### config.mk
export PLATFORM = sky130hd
export DESIGN_NAME = dma2_engine
export DESIGN_NICKNAME = d
export VERILOG_FILES = /design/src/rtl/dma2_pkg.sv /design/src/rtl/dma2_arb.sv /design/src/rtl/dma2_chan.sv /design/src/rtl/dma2_engine.sv
export SDC_FILE = /design/constraint.sdc
export NUM_CORES = 1
export LEC_CHECK = 0
export BUFFER_PORTS_ARGS = -buffer_cell sky130_fd_sc_hd__buf_2
export CAP_MARGIN = 20
export CELL_PAD_IN_SITES_DETAIL_PLACEMENT = 0
export CELL_PAD_IN_SITES_GLOBAL_PLACEMENT = 2
export CORE_ASPECT_RATIO = 0.6
export CORE_MARGIN = 2
export CORE_UTILIZATION = 36
export CTS_BUF_LIST = sky130_fd_sc_hd__clkbuf_4
export CTS_CLUSTER_DIAMETER = 60
export DETAILED_ROUTE_END_ITERATION = 12
export PLACE_DENSITY = 0.87
export SYNTH_ARGS = -nofsm -noshare
export SYNTH_HDL_FRONTEND = slang
export SYNTH_SLANG_ARGS = --single-unit
### constraint.sdc
create_clock -name clk -period 7.4 [get_ports clk]
set_clock_uncertainty 0.2 [all_clocks]
set_input_delay 0.37 -clock clk [delete_from_list [all_inputs] [get_ports clk]]
set_output_delay 0.37 -clock clk [all_outputs]
set_load 0.03 [all_outputs]
### src/rtl/dma2_pkg.sv
package dma2_pkg;

  localparam int NCH = 2;

  typedef enum logic [2:0] {
    ST_IDLE   = 3'd0,
    ST_OVF    = 3'd1,
    ST_HALT   = 3'd2,
    ST_SRCERR = 3'd3,
    ST_DSTERR = 3'd4,
    ST_DONE   = 3'd5,
    ST_PAUSE  = 3'd7
  } stat_e;

  typedef enum logic [1:0] {
    M_IDLE = 2'd0,
    M_RD   = 2'd1,
    M_WR   = 2'd2
  } mst_e;

  function automatic logic [2:0] width_bytes(input logic [1:0] code);
    case (code)
      2'd0:    width_bytes = 3'd1;
      2'd1:    width_bytes = 3'd2;
      default: width_bytes = 3'd4;
    endcase
  endfunction

endpackage

### src/rtl/dma2_arb.sv
module dma2_arb
  import dma2_pkg::*;
(
  input  logic           clk,
  input  logic           rst_n,
  input  logic           rr_mode,
  input  logic [NCH-1:0] req,
  input  logic           take,
  output logic [NCH-1:0] gnt
);

  logic last_q;

  always_comb begin
    if (req == 2'b11) gnt = (rr_mode && !last_q) ? 2'b10 : 2'b01;
    else              gnt = req;
  end

  always_ff @(posedge clk or negedge rst_n) begin
    if (!rst_n)    last_q <= 1'b1;
    else if (take) last_q <= gnt[1];
  end

  // never more than one grant
  a_r1_gnt_onehot: assert property (@(posedge clk) disable iff (!rst_n)
    $onehot0(gnt));

  // under alternation a contested grant never repeats the last winner
  a_r2_rr_alternate: assert property (@(posedge clk) disable iff (!rst_n)
    (rr_mode && take && req == 2'b11) |=> (last_q != $past(last_q)));

endmodule

### src/rtl/dma2_chan.sv
module dma2_chan
  import dma2_pkg::*;
#(
  parameter int AW  = 32,
  parameter int BSW = 4,
  parameter int TCW = 16
) (
  input  logic           clk,
  input  logic           rst_n,
  input  logic           glb_en,
  input  logic           paused,
  input  logic           en_set,
  input  logic           en_clr,
  input  logic           sw_trig,
  input  logic           hw_req,
  input  logic           stat_clr,
  input  logic           done_ie,
  input  logic           err_ie,
  input  logic           cfg_burst,
  input  logic           cfg_cont,
  input  logic           cfg_src_fix,
  input  logic           cfg_dst_fix,
  input  logic           cfg_cnt_rld,
  input  logic           cfg_src_rld,
  input  logic           cfg_dst_rld,
  input  logic [1:0]     cfg_width,
  input  logic [BSW-1:0] cfg_blk,
  input  logic [TCW-1:0] cfg_tc,
  input  logic [AW-1:0]  cfg_src,
  input  logic [AW-1:0]  cfg_dst,
  input  logic           ev_ok,
  input  logic           ev_err,
  input  stat_e          ev_code,
  output logic           want,
  output logic           busy,
  output logic           en,
  output logic           wrapped,
  output logic [AW-1:0]  src,
  output logic [AW-1:0]  dst,
  output logic [2:0]     st_out,
  output logic           irq_done,
  output logic           irq_err
);

  logic           en_q, en_d, busy_q, busy_d, pend_q, pend_d;
  logic           sovf_q, sovf_d, dovf_q, dovf_d;
  logic [AW-1:0]  src_q, src_d, dst_q, dst_d;
  logic [BSW-1:0] blk_q, blk_d;
  logic [TCW-1:0] tc_q, tc_d;
  stat_e          st_q, st_d;
  logic [AW:0]    src_nx, dst_nx;
  logic [2:0]     nb;
  logic           trig, last_item, last_blk;

  assign nb        = width_bytes(cfg_width);
  assign src_nx    = {1'b0, src_q} + {{(AW-2){1'b0}}, nb};
  assign dst_nx    = {1'b0, dst_q} + {{(AW-2){1'b0}}, nb};
  assign trig      = sw_trig | hw_req | pend_q;
  assign last_item = (blk_q == BSW'(1));
  assign last_blk  = (tc_q == TCW'(1));

  always_comb begin
    en_d = en_q;  busy_d = busy_q;  pend_d = pend_q;
    src_d = src_q;  dst_d = dst_q;  sovf_d = sovf_q;  dovf_d = dovf_q;
    blk_d = blk_q;  tc_d = tc_q;  st_d = st_q;
    if (stat_clr) st_d = ST_IDLE;
    if (en_q && busy_q && (en_clr || !glb_en)) begin
      busy_d = 1'b0;  pend_d = 1'b0;  st_d = ST_HALT;
      en_d   = ~en_clr;
    end else if (en_q && en_clr) begin
      en_d = 1'b0;  pend_d = 1'b0;
    end else if (!en_q) begin
      pend_d = 1'b0;
      if (en_set) begin
        en_d = 1'b1;  src_d = cfg_src;  dst_d = cfg_dst;  tc_d = cfg_tc;
        sovf_d = 1'b0;  dovf_d = 1'b0;
      end
    end else if (busy_q && ev_err) begin
      busy_d = 1'b0;  en_d = 1'b0;  pend_d = 1'b0;  st_d = ev_code;
    end else if (busy_q && ev_ok) begin
      if (!cfg_src_fix) begin src_d = src_nx[AW-1:0]; sovf_d = src_nx[AW]; end
      if (!cfg_dst_fix) begin dst_d = dst_nx[AW-1:0]; dovf_d = dst_nx[AW]; end
      blk_d = blk_q - BSW'(1);
      if (hw_req) pend_d = 1'b1;
      if (last_item) begin
        tc_d = tc_q - TCW'(1);
        if (last_blk) begin
          busy_d = 1'b0;  st_d = ST_DONE;
          if (!cfg_cont)   begin en_d = 1'b0; pend_d = 1'b0; end
          if (cfg_cnt_rld) tc_d = cfg_tc;
          if (cfg_src_rld) begin src_d = cfg_src; sovf_d = 1'b0; end
          if (cfg_dst_rld) begin dst_d = cfg_dst; dovf_d = 1'b0; end
        end else if (cfg_burst) begin
          blk_d = cfg_blk;
        end else begin
          busy_d = 1'b0;
        end
      end
    end else if (!busy_q && glb_en && trig) begin
      busy_d = 1'b1;  blk_d = cfg_blk;  pend_d = 1'b0;
    end else if (busy_q && hw_req) begin
      pend_d = 1'b1;
    end
  end

  always_ff @(posedge clk or negedge rst_n) begin
    if (!rst_n) begin
      en_q <= 1'b0;  busy_q <= 1'b0;  pend_q <= 1'b0;
      sovf_q <= 1'b0;  dovf_q <= 1'b0;
      src_q <= '0;  dst_q <= '0;  blk_q <= '0;  tc_q <= '0;
      st_q <= ST_IDLE;
    end else begin
      en_q <= en_d;  busy_q <= busy_d;  pend_q <= pend_d;
      sovf_q <= sovf_d;  dovf_q <= dovf_d;
      src_q <= src_d;  dst_q <= dst_d;  blk_q <= blk_d;  tc_q <= tc_d;
      st_q <= st_d;
    end
  end

  assign want     = busy_q & ~paused & glb_en;
  assign busy     = busy_q;
  assign en       = en_q;
  assign wrapped  = sovf_q | dovf_q;
  assign src      = src_q;
  assign dst      = dst_q;
  assign st_out   = (busy_q && paused) ? ST_PAUSE : st_q;
  assign irq_done = done_ie & (st_q == ST_DONE);
  assign irq_err  = err_ie & ((st_q == ST_OVF) | (st_q == ST_SRCERR) | (st_q == ST_DSTERR));

  // an error answer disarms the channel
  a_r10_err_disarms: assert property (@(posedge clk) disable iff (!rst_n)
    (en_q && busy_q && ev_err && !en_clr && glb_en) |=> !en_q);

  // the last item of a one-shot transfer disarms and reports completion
  a_r6_oneshot_done: assert property (@(posedge clk) disable iff (!rst_n)
    (en_q && busy_q && ev_ok && !ev_err && last_item && last_blk && !cfg_cont && !en_clr && glb_en)
    |=> (!en_q && st_q == ST_DONE));

  // halting a busy channel leaves it idle with the halt code
  a_r9_halt: assert property (@(posedge clk) disable iff (!rst_n)
    (en_q && busy_q && !glb_en) |=> (!busy_q && st_q == ST_HALT));

endmodule

### src/rtl/dma2_engine.sv
module dma2_engine
  import dma2_pkg::*;
#(
  parameter int AW  = 32,
  parameter int DW  = 32,
  parameter int BSW = 4,
  parameter int TCW = 16
) (
  input  logic             clk,
  input  logic             rst_n,
  input  logic             glb_en,
  input  logic             glb_pause,
  input  logic             rr_mode,
  input  logic [1:0]       en_set,
  input  logic [1:0]       en_clr,
  input  logic [1:0]       sw_trig,
  input  logic [1:0]       hw_req,
  input  logic [1:0]       ch_pause,
  input  logic [1:0]       stat_clr,
  input  logic [1:0]       done_ie,
  input  logic [1:0]       err_ie,
  input  logic [1:0]       cfg_burst,
  input  logic [1:0]       cfg_cont,
  input  logic [1:0]       cfg_src_fix,
  input  logic [1:0]       cfg_dst_fix,
  input  logic [1:0]       cfg_cnt_rld,
  input  logic [1:0]       cfg_src_rld,
  input  logic [1:0]       cfg_dst_rld,
  input  logic [2*2-1:0]   cfg_width,
  input  logic [2*BSW-1:0] cfg_blk,
  input  logic [2*TCW-1:0] cfg_tc,
  input  logic [2*AW-1:0]  cfg_src,
  input  logic [2*AW-1:0]  cfg_dst,
  output logic             mem_req,
  output logic             mem_we,
  output logic [AW-1:0]    mem_addr,
  output logic [1:0]       mem_size,
  output logic [DW-1:0]    mem_wdata,
  input  logic [DW-1:0]    mem_rdata,
  input  logic             mem_ack,
  input  logic             mem_err,
  output logic [2*3-1:0]   ch_status,
  output logic [1:0]       ch_enabled,
  output logic [1:0]       irq_done,
  output logic [1:0]       irq_err
);

  logic [NCH-1:0] want, busy_w, wrap_w, gnt, ev_ok, ev_err;
  logic [AW-1:0]  src_w [NCH];
  logic [AW-1:0]  dst_w [NCH];
  stat_e          ev_code;
  mst_e           m_q, m_d;
  logic           sel_q, sel_d, take, gidx;
  logic [DW-1:0]  buf_q, buf_d;

  for (genvar i = 0; i < NCH; i++) begin : g_ch
    dma2_chan #(.AW(AW), .BSW(BSW), .TCW(TCW)) u_ch (
      .clk(clk), .rst_n(rst_n), .glb_en(glb_en),
      .paused(glb_pause | ch_pause[i]),
      .en_set(en_set[i]), .en_clr(en_clr[i]), .sw_trig(sw_trig[i]),
      .hw_req(hw_req[i]), .stat_clr(stat_clr[i]),
      .done_ie(done_ie[i]), .err_ie(err_ie[i]),
      .cfg_burst(cfg_burst[i]), .cfg_cont(cfg_cont[i]),
      .cfg_src_fix(cfg_src_fix[i]), .cfg_dst_fix(cfg_dst_fix[i]),
      .cfg_cnt_rld(cfg_cnt_rld[i]), .cfg_src_rld(cfg_src_rld[i]),
      .cfg_dst_rld(cfg_dst_rld[i]),
      .cfg_width(cfg_width[i*2 +: 2]), .cfg_blk(cfg_blk[i*BSW +: BSW]),
      .cfg_tc(cfg_tc[i*TCW +: TCW]), .cfg_src(cfg_src[i*AW +: AW]),
      .cfg_dst(cfg_dst[i*AW +: AW]),
      .ev_ok(ev_ok[i]), .ev_err(ev_err[i]), .ev_code(ev_code),
      .want(want[i]), .busy(busy_w[i]), .en(ch_enabled[i]), .wrapped(wrap_w[i]),
      .src(src_w[i]), .dst(dst_w[i]), .st_out(ch_status[i*3 +: 3]),
      .irq_done(irq_done[i]), .irq_err(irq_err[i])
    );
  end

  dma2_arb u_arb (
    .clk(clk), .rst_n(rst_n), .rr_mode(rr_mode),
    .req(want), .take(take), .gnt(gnt)
  );

  assign take = (m_q == M_IDLE) && (|gnt);
  assign gidx = gnt[1];

  always_comb begin
    m_d = m_q;  sel_d = sel_q;  buf_d = buf_q;
    ev_ok = '0;  ev_err = '0;  ev_code = ST_IDLE;
    case (m_q)
      M_IDLE: if (take) begin
        sel_d = gidx;
        if (wrap_w[gidx]) begin
          ev_err[gidx] = 1'b1;  ev_code = ST_OVF;
        end else begin
          m_d = M_RD;
        end
      end
      M_RD: if (mem_ack) begin
        if (mem_err) begin
          ev_err[sel_q] = 1'b1;  ev_code = ST_SRCERR;  m_d = M_IDLE;
        end else if (!busy_w[sel_q]) begin
          m_d = M_IDLE;
        end else begin
          buf_d = mem_rdata;  m_d = M_WR;
        end
      end
      M_WR: if (mem_ack) begin
        m_d = M_IDLE;
        if (mem_err) begin
          ev_err[sel_q] = 1'b1;  ev_code = ST_DSTERR;
        end else begin
          ev_ok[sel_q] = 1'b1;
        end
      end
      default: m_d = M_IDLE;
    endcase
  end

  always_ff @(posedge clk or negedge rst_n) begin
    if (!rst_n) begin
      m_q <= M_IDLE;  sel_q <= 1'b0;  buf_q <= '0;
    end else begin
      m_q <= m_d;  sel_q <= sel_d;  buf_q <= buf_d;
    end
  end

  assign mem_req   = (m_q != M_IDLE);
  assign mem_we    = (m_q == M_WR);
  assign mem_addr  = (m_q == M_WR) ? dst_w[sel_q] : src_w[sel_q];
  assign mem_size  = cfg_width[{sel_q, 1'b0} +: 2];
  assign mem_wdata = buf_q;

  // an outstanding access holds address and direction until acknowledged
  a_r14_hold: assert property (@(posedge clk) disable iff (!rst_n)
    (mem_req && !mem_ack) |=> (mem_req && $stable(mem_addr) && $stable(mem_we)));

  // a write is always preceded by a read in the previous cycle or held
  a_r14_rd_before_wr: assert property (@(posedge clk) disable iff (!rst_n)
    $rose(mem_we) |-> ($past(mem_req) && !$past(mem_we)));

  // global pause keeps an idle port idle
  a_r8_pause_blocks: assert property (@(posedge clk) disable iff (!rst_n)
    (glb_pause && !mem_req) |=> !mem_req);

  // a wrapped channel is aborted without issuing an access
  a_r11_ovf_noaccess: assert property (@(posedge clk) disable iff (!rst_n)
    (take && wrap_w[gidx]) |=> !mem_req);

endmodule

==> metrics.yaml, run 1 <==
run_status:
  status: "completed"
worst_setup_path:
  reg2reg_slack_ps: 3090
  cp_slowest_cell: "o32a_2"
  end_kind: "flip-flop"
  cpMostUsedCell: "dlygate4sd3_1"
  max_stage_delay_ps: 780
  rr_endpoint: "g_ch[1].u_ch.dst[2]"
  worstPathMaxFanout: 40
  criticalPathCategory: "reg2reg"
  critPathTopFamily: "buffers and inverters"
  startpoint: "g_ch[1].u_ch.en"
  crit_chain: "nand2b_1 -> a2111oi_0 -> o32a_2 -> buf_4 -> nand3_1 -> dlygate4sd3_1 -> o21a_1 -> dlygate4sd3_1"
  startpoint_type: "flip-flop"
  crit_buf_inv: 3
  cp.arrival_ps: 4770
  critical_path_required_ps: 7850
  r2r-start: "g_ch[1].u_ch.en"
  r2r_cells: 8
cells_and_area:
  drive_gt1_share_pct: 23.8
  fin_cells: 2843
  multi_input_area_um2: 8360
  nets: 2528
  syn2layout_area_growth_pct: 38.4
  seqCellArea_um2: 5510
  fill_cells: 3917
  design_area_um2: 20200
  final_util_pct: 50.1
logic_synthesis:
  ys_warn_count: 0
  synth_area_per_cell_um2: 8.65
  yosysSeqAreaShare_pct: 37.8
  synth_ff_type: "dfrtp_1"
  postSynthCellCount: 1685
  synthesis.area_um2: 14600
  synth.distinct_cells: 86
  synth_edf_count: 0
  ys_ff_latch: 220
  async_flop_share_pct: 100
  syn-num-nets: 1954
route:
  drt_wl_total_um: 60700
  final_antenna_net_count: 0
  routedWlPerCell_um: 21.4
  drcViolationCount: 0
  first_pass_iters: 6
  dr_total_vias: 16400
  drt_first_iter_violations: 1646
  drt-vias-per-instance: 5.78
timing:
  drv_slew: 0
  min_period_over_period_pct: 58.3
  slew-limit-headroom_pct: 23.6
  hold_viol_final: 0
  tns_ps: 0
  finalCriticalPeriod_ps: 4310
  whs_ps: 43.7
  fmax_ghz: 0.232
  worstMarginPinSlew_ps: 1140
  finalSetupViolations: 0
  rsz0062_at_grt: "false"
cts:
  tritoncts: "built"
  h-tree-depth: 2
  cts_hold_buf: 282
  root_buffer: "clkbuf_4"
  cts-resized-gates: 0
  clock-sinks: 220
  clock_latency_ps: 780
  postCtsSetupBuffers: 0
  clk_path_buf_depth: 3
  cts_made_buffers: 61
  path_clk_slew_ps: 80
global_route:
  grt_max_degree: 89
  antenna_found_initial: 6
  grt_pass1_vias: 15800
  grt_pass1_wl_um: 92400
  grt-ovfl-total: 0
  track_usage_pct: 28.0
floorplanning:
  die-area_um2: 42200
  die_y_um: 160
  die_w_um: 264
  rows: 57
  io_pins: 321
  coreArea_um2: 40200
  initial_core_util_pct: 36.2
flow_run:
  maxCapViolCount: 0
place:
  placed_cell_area_um2: 16500
  routabilityCongestion: 0.956
  hpwlAfterDp_um: 43600
  placed_cells: 2444
  port-buffer-count: 320
power_and_ir_drop:
  powerDensity_nw_per_um2: 372
  p_leak_nw: 8.52
  vdd_drop_max_uv: 191
worst_hold_path:
  min_path_type: "in2async"
-- placed cells by master, fill, tap and decap left out, types with 11 or more instances in the layout --
master,count
nor4_1,14
o21ai_1,15
a21oi_1,243
and4_1,14
dlygate4sd3_1,282
buf_4,21
ha_1,23
dfrtp_1,219
nand3_1,93
o22ai_1,45
nand2_1,125
and3_1,15
o22a_1,11
o21ai_0,157
buf_2,319
mux2_2,36
inv_1,51
nor3_1,40
o211ai_1,14
nor2_1,98
nand4_1,38
and2_1,12
mux4_2,32
o21a_1,16
or3_1,25
clkbuf_4,101
a31oi_1,23
nor2b_1,13
nand2b_1,27
a21o_1,15
-- cells by family (layout without fill, tap and decap cells) --
logic type | after synthesis | after routing | share of synthesized area (%)
buffers and inverters | 165 | 788 | 5.06
AO/OA/AOI/OAI | 642 | 642 | 26.8
AND/OR/NAND/NOR | 553 | 553 | 19.5
XOR/XNOR | 4 | 4 | 0.240
adder cells (fa/ha/maj) | 28 | 28 | 2.61
multiplexers | 73 | 73 | 8.07
other | 0 | 4 | 0
flip-flops | 220 | 220 | 37.8
-- through the flow --
step / power (mW) / worst slack, ps
floorplan: 4.72 / 4470
global placement: 5.88 / 3830
detailed placement: 5.94 / 3740
CTS: 7.42 / 3050
global route: 7.95 / 2780
finish: 7.51 / 3090
-- worst reg2reg max path, cell delays in order, from the launching register on --
cell,delay [ps]
dfrtp_1,600
nand2b_1,210
a2111oi_0,560
o32a_2,780
buf_4,430
nand3_1,140
dlygate4sd3_1,610
o21a_1,120
dlygate4sd3_1,560
-- state kept, by name, summed over array words and instances, names as in the netlist --
| register | count |
|---|---|
| g_ch.u_ch.blk_q | 8 |
| g_ch.u_ch.busy | 2 |
| g_ch.u_ch.dovf_q | 2 |
| g_ch.u_ch.dst | 64 |
| g_ch.u_ch.en | 2 |
| g_ch.u_ch.pend_q | 2 |
| g_ch.u_ch.sovf_q | 2 |
| g_ch.u_ch.src | 64 |
| g_ch.u_ch.st_q | 6 |
| g_ch.u_ch.tc_q | 32 |
| m_q | 2 |
| mem_wdata | 32 |
| sel_q | 1 |
| u_arb.last_q | 1 |
-- synth_stat cells (all sizes together) (7+ instances only) --
cell type	instances	area share, %
a21oi	244	8.4
dfrtp	219	38
o21ai	173	5.9
nand2	125	3.2
nor2	98	2.5
nand3	93	3.2
clkbuf	64	1.6
inv	51	1.3
buf	50	2.1
o22ai	45	1.9
nor3	40	1.4
nand4	38	1.6
mux2	36	2.8
mux4	32	4.9
nand2b	27	1.2
or3	25	1.1
a31oi	24	1.1
ha	24	2.1
o21a	18	0.93
a21o	15	0.77
and3	15	0.64
and4	14	0.84
nor4	14	0.60
o211ai	14	0.72
nor2b	13	0.56
and2	12	0.52
o22a	11	0.66
o31ai	11	0.79
a2bb2oi	9	0.58
or2	9	0.39
nor3b	8	0.41
o31a	8	0.48
a211oi	7	0.39
a22oi	7	0.36
-- power by group --
group	internal (mW)	switching (mW)	total [mW]
Clock	0.610	0.586	1.20
Combinational	1.47	2.16	3.63
Sequential	1.76	0.924	2.68
Total	3.84	3.67	7.51
-- worst max-delay path by stage --
| stage | endpoint | slack, ps | cells after the start |
|---|---|---|---|
| 2_1_floorplan | g_ch[0].u_ch.dst[22] | 4470 | 9 |
| 3_3_place_gp | g_ch[1].u_ch.src[5] | 3830 | 8 |
| 3_5_place_dp | g_ch[1].u_ch.src[5] | 3740 | 8 |
| 4_1_cts | g_ch[1].u_ch.dst[0] | 3050 | 10 |
| 5_1_grt | g_ch[1].u_ch.dst[2] | 2780 | 8 |
| 6_report | g_ch[1].u_ch.dst[2] | 3090 | 8 |
-- area by class of cell --
class | instances | share of cell area [%]
multi-input combinational | 1300 | 41.4
sequential | 220 | 27.3
timing repair buffer | 625 | 23.0
clock buffer | 101 | 3.76
tap | 531 | 3.29
inverter | 51 | 0.949
clock inverter | 11 | 0.217
antenna | 4 | 0.0496
-- metal layers --
layer	routed length [um]	global-route usage (%)	share of wire, %	vias up
li1	-	-	-	7563
met1	26600	39.7	44	7884
met2	26000	41.2	43	840
met3	6080	7.65	10	130
met4	2000	9.53	3.3	2
met5	13	0	0.021	-
No activity file was read; power rests on OpenSTA's default activity.
==> run 2: changes to the inputs <==
Settings changed: CORE_UTILIZATION 36 to 34, PLACE_DENSITY 0.87 to 0.83.
Clock period 7.4 ns to 4.5 ns, I/O delays scaled along.
==> run 2 against run 1 <==
  * Highest routed layer is now met4
  * Final area is 7.1% higher
  * Fmax down 1.0%
  * Setup slack worse by 2900 ps
  * Count of clock-buffer cells in the layout shrank 9
  * Wire length is 6.5% higher
  * Critical path depth grew 3
  * Power increased by 74%
  * Worst hold slack improved by 13 ps
==> metrics.yaml, run 2 (same netlist as run 1, synthesis figures left out) <==
timing:
  fmax_ghz: 0.229  # was 0.232 GHz
  tns_ps: 0  # unchanged
  rsz0062_at_grt: "true"  # was false
  postLayoutSetupSlackWorst_ps: 140  # was 3090 ps
  finalCriticalPeriod_ps: 4360  # was 4310 ps
  worstMarginPinSlew_ps: 1030  # was 1140 ps
  finalSetupViolations: 0  # unchanged
  drv_slew: 0  # unchanged
  whs_ps: 56.8  # was 43.7 ps
  hold_viol_final: 0  # unchanged
  min_period_over_period_pct: 96.9  # was 58.3%
  slew-limit-headroom_pct: 31.3  # was 23.6%
power_and_ir_drop:
  finalPower_mw: 13.1  # was 7.51 mW
  powerDensity_nw_per_um2: 605  # was 372 nW/um^2
  vdd_drop_max_uv: 271  # was 191 uV
  p_leak_nw: 9.13  # was 8.52 nW
route:
  routedWlPerCell_um: 21.5  # was 21.4 um
  drt_wl_total_um: 64700  # was 60,700 um
  drt_first_iter_violations: 1651  # was 1,646
  first_pass_iters: 6  # unchanged
  final_antenna_net_count: 0  # unchanged
  drt-vias-per-instance: 5.64  # was 5.78
  drcViolationCount: 0  # unchanged
  dr_total_vias: 17000  # was 16,400
worst_setup_path:
  crit_chain: "inv_1 -> ha_1 -> or4b_1 -> or3_1 -> o31a_2 -> buf_4 -> nand3_1 -> o21ai_1 -> dlygate4sd3_1 -> a21oi_1 -> dlygate4sd3_1"  # was nand2b_1 -> a2111oi_0 -> o32a_2 -> buf_4 -> nand3_1 -> dlygate4sd3_1 -> o21a_1 -> dlygate4sd3_1
  critPathTopFamily: "buffers and inverters"  # unchanged
  cp.arrival_ps: 4860  # was 4770 ps
  critical_path_required_ps: 5000  # was 7850 ps
  worstPathMaxFanout: 36  # was 40
  crit_buf_inv: 4  # was 3
  startpoint_type: "flip-flop"  # unchanged
  end_kind: "flip-flop"  # unchanged
  cp_slowest_cell: "o31a_2"  # was o32a_2
  cpMostUsedCell: "dlygate4sd3_1"  # unchanged
  criticalPathCategory: "reg2reg"  # unchanged
  max_stage_delay_ps: 640  # was 780 ps
global_route:
  grt_max_degree: 72  # was 89
  track_usage_pct: 28.2  # was 28.0%
  antenna_found_initial: 3  # was 6
  grt_pass1_wl_um: 97300  # was 92,400 um
  grt-ovfl-total: 0  # unchanged
  grt_pass1_vias: 16500  # was 15,800
cells_and_area:
  design_area_um2: 21600  # was 20,200 um^2
  drive_gt1_share_pct: 22.6  # was 23.8%
  final_common_cell: "dlygate4sd3_1"  # was buf_2
  fin_cells: 3010  # was 2,843
  syn2layout_area_growth_pct: 48.2  # was 38.4%
  final_util_pct: 51.3  # was 50.1%
  final_cell_mix: "408 x dlygate4sd3_1, 319 x buf_2, 243 x a21oi_1, 219 x dfrtp_1, 157 x o21ai_0"  # was 319 x buf_2, 282 x dlygate4sd3_1, 243 x a21oi_1, 219 x dfrtp_1, 157 x o21ai_0
  nets: 2661  # was 2,528
floorplanning:
  die_w_um: 271  # was 264 um
  rows: 58  # was 57
  initial_core_util_pct: 34.6  # was 36.2%
  coreArea_um2: 42100  # was 40,200 um^2
  die_y_um: 164  # was 160 um
  io_pins: 321  # unchanged
  die-area_um2: 44600  # was 42,200 um^2
cts:
  tritoncts: "built"  # unchanged
  h-tree-depth: 2  # unchanged
  clk_path_buf_depth: 3  # unchanged
  path_clk_slew_ps: 80  # about the same
  root_buffer: "clkbuf_4"  # unchanged
  clock-sinks: 220  # unchanged
  cts_made_buffers: 59  # was 61
  clock_latency_ps: 780  # about the same
place:
  dp_slack_ps: 1070  # was 3740 ps
  hpwlAfterDp_um: 45000  # was 43,600 um
  port-buffer-count: 320  # unchanged
  placed_cell_area_um2: 16700  # was 16,500 um^2
  placed_cells: 2490  # was 2,444
  routabilityCongestion: 0.942  # was 0.956
run_status:
  status: "completed"  # unchanged
flow_run:
  maxCapViolCount: 0  # unchanged
worst_hold_path:
  min_path_type: "in2reg"  # was in2async
run 2: cell types whose count changed in the layout (fill, tap and decap cells not counted), moves of 2 or more:
cell,previous run,this run
clkinv_2,2,0
clkbuf_4,101,92
dlygate4sd3_1,282,408
buf_12,0,5
buf_4,21,25
diode_2,4,6
run 2: metal layers:
| layer | track usage, % | wire (um) | vias to the layer above |
|---|---|---|---|
| li1 | - | - | 7810 |
| met1 | 39.6 | 28500 | 8209 |
| met2 | 43.3 | 28800 | 811 |
| met3 | 5.57 | 5300 | 142 |
| met4 | 10.0 | 2170 | 0 |
| met5 | 0 | 0 | - |
run 2: area by class of cell:
type / instances / area (um^2)
diodes: 6 / 15.0
inverters: 51 / 191
fillers: 3992 / 20500
clock inverters: 11 / 67.6
clock buffers: 92 / 691
repair buffers: 760 / 6030
well taps: 570 / 713
multi-input cells: 1300 / 8390
flip-flops and latches: 220 / 5510
run 2: worst min-delay path: stages:
cell,delay (ps)
buf_2,100
nand2_1,120
o31ai_4,60
buf_4,230
nand2_1,130
a31oi_1,80
run 2: path summary, 6_finish.rpt:
kind                                            from                   end  slack [ps]  depth (start not counted)
worst max-delay path            g_ch[0].u_ch.tc_q[1]   g_ch[0].u_ch.src[3]         140                         11
worst min-delay path                  cfg_src_rld[0]  g_ch[0].u_ch.src[12]          60                          6
worst max register to register  g_ch[0].u_ch.tc_q[1]   g_ch[0].u_ch.src[3]         140                         11
worst min register to register         mem_wdata[26]         mem_wdata[26]         300                          1
max in group asynchronous                      rst_n   g_ch[0].u_ch.dst[6]        2850                          4
min in group asynchronous                      rst_n  g_ch[1].u_ch.tc_q[3]         340                          3
run 2: timing repair:
item,4_1_cts,5_1_grt
endpoints found under the hold margin,330,0
setup buffers,0,2
setup endpoints to repair,0,12
resized for setup,0,3
hold buffers,409,0
run 2: report_power, final:
group          switching (mW)  internal (mW)
registers                1.57           2.89
logic                    3.73           2.95
clock network           0.952          0.973
total                    6.24           6.81
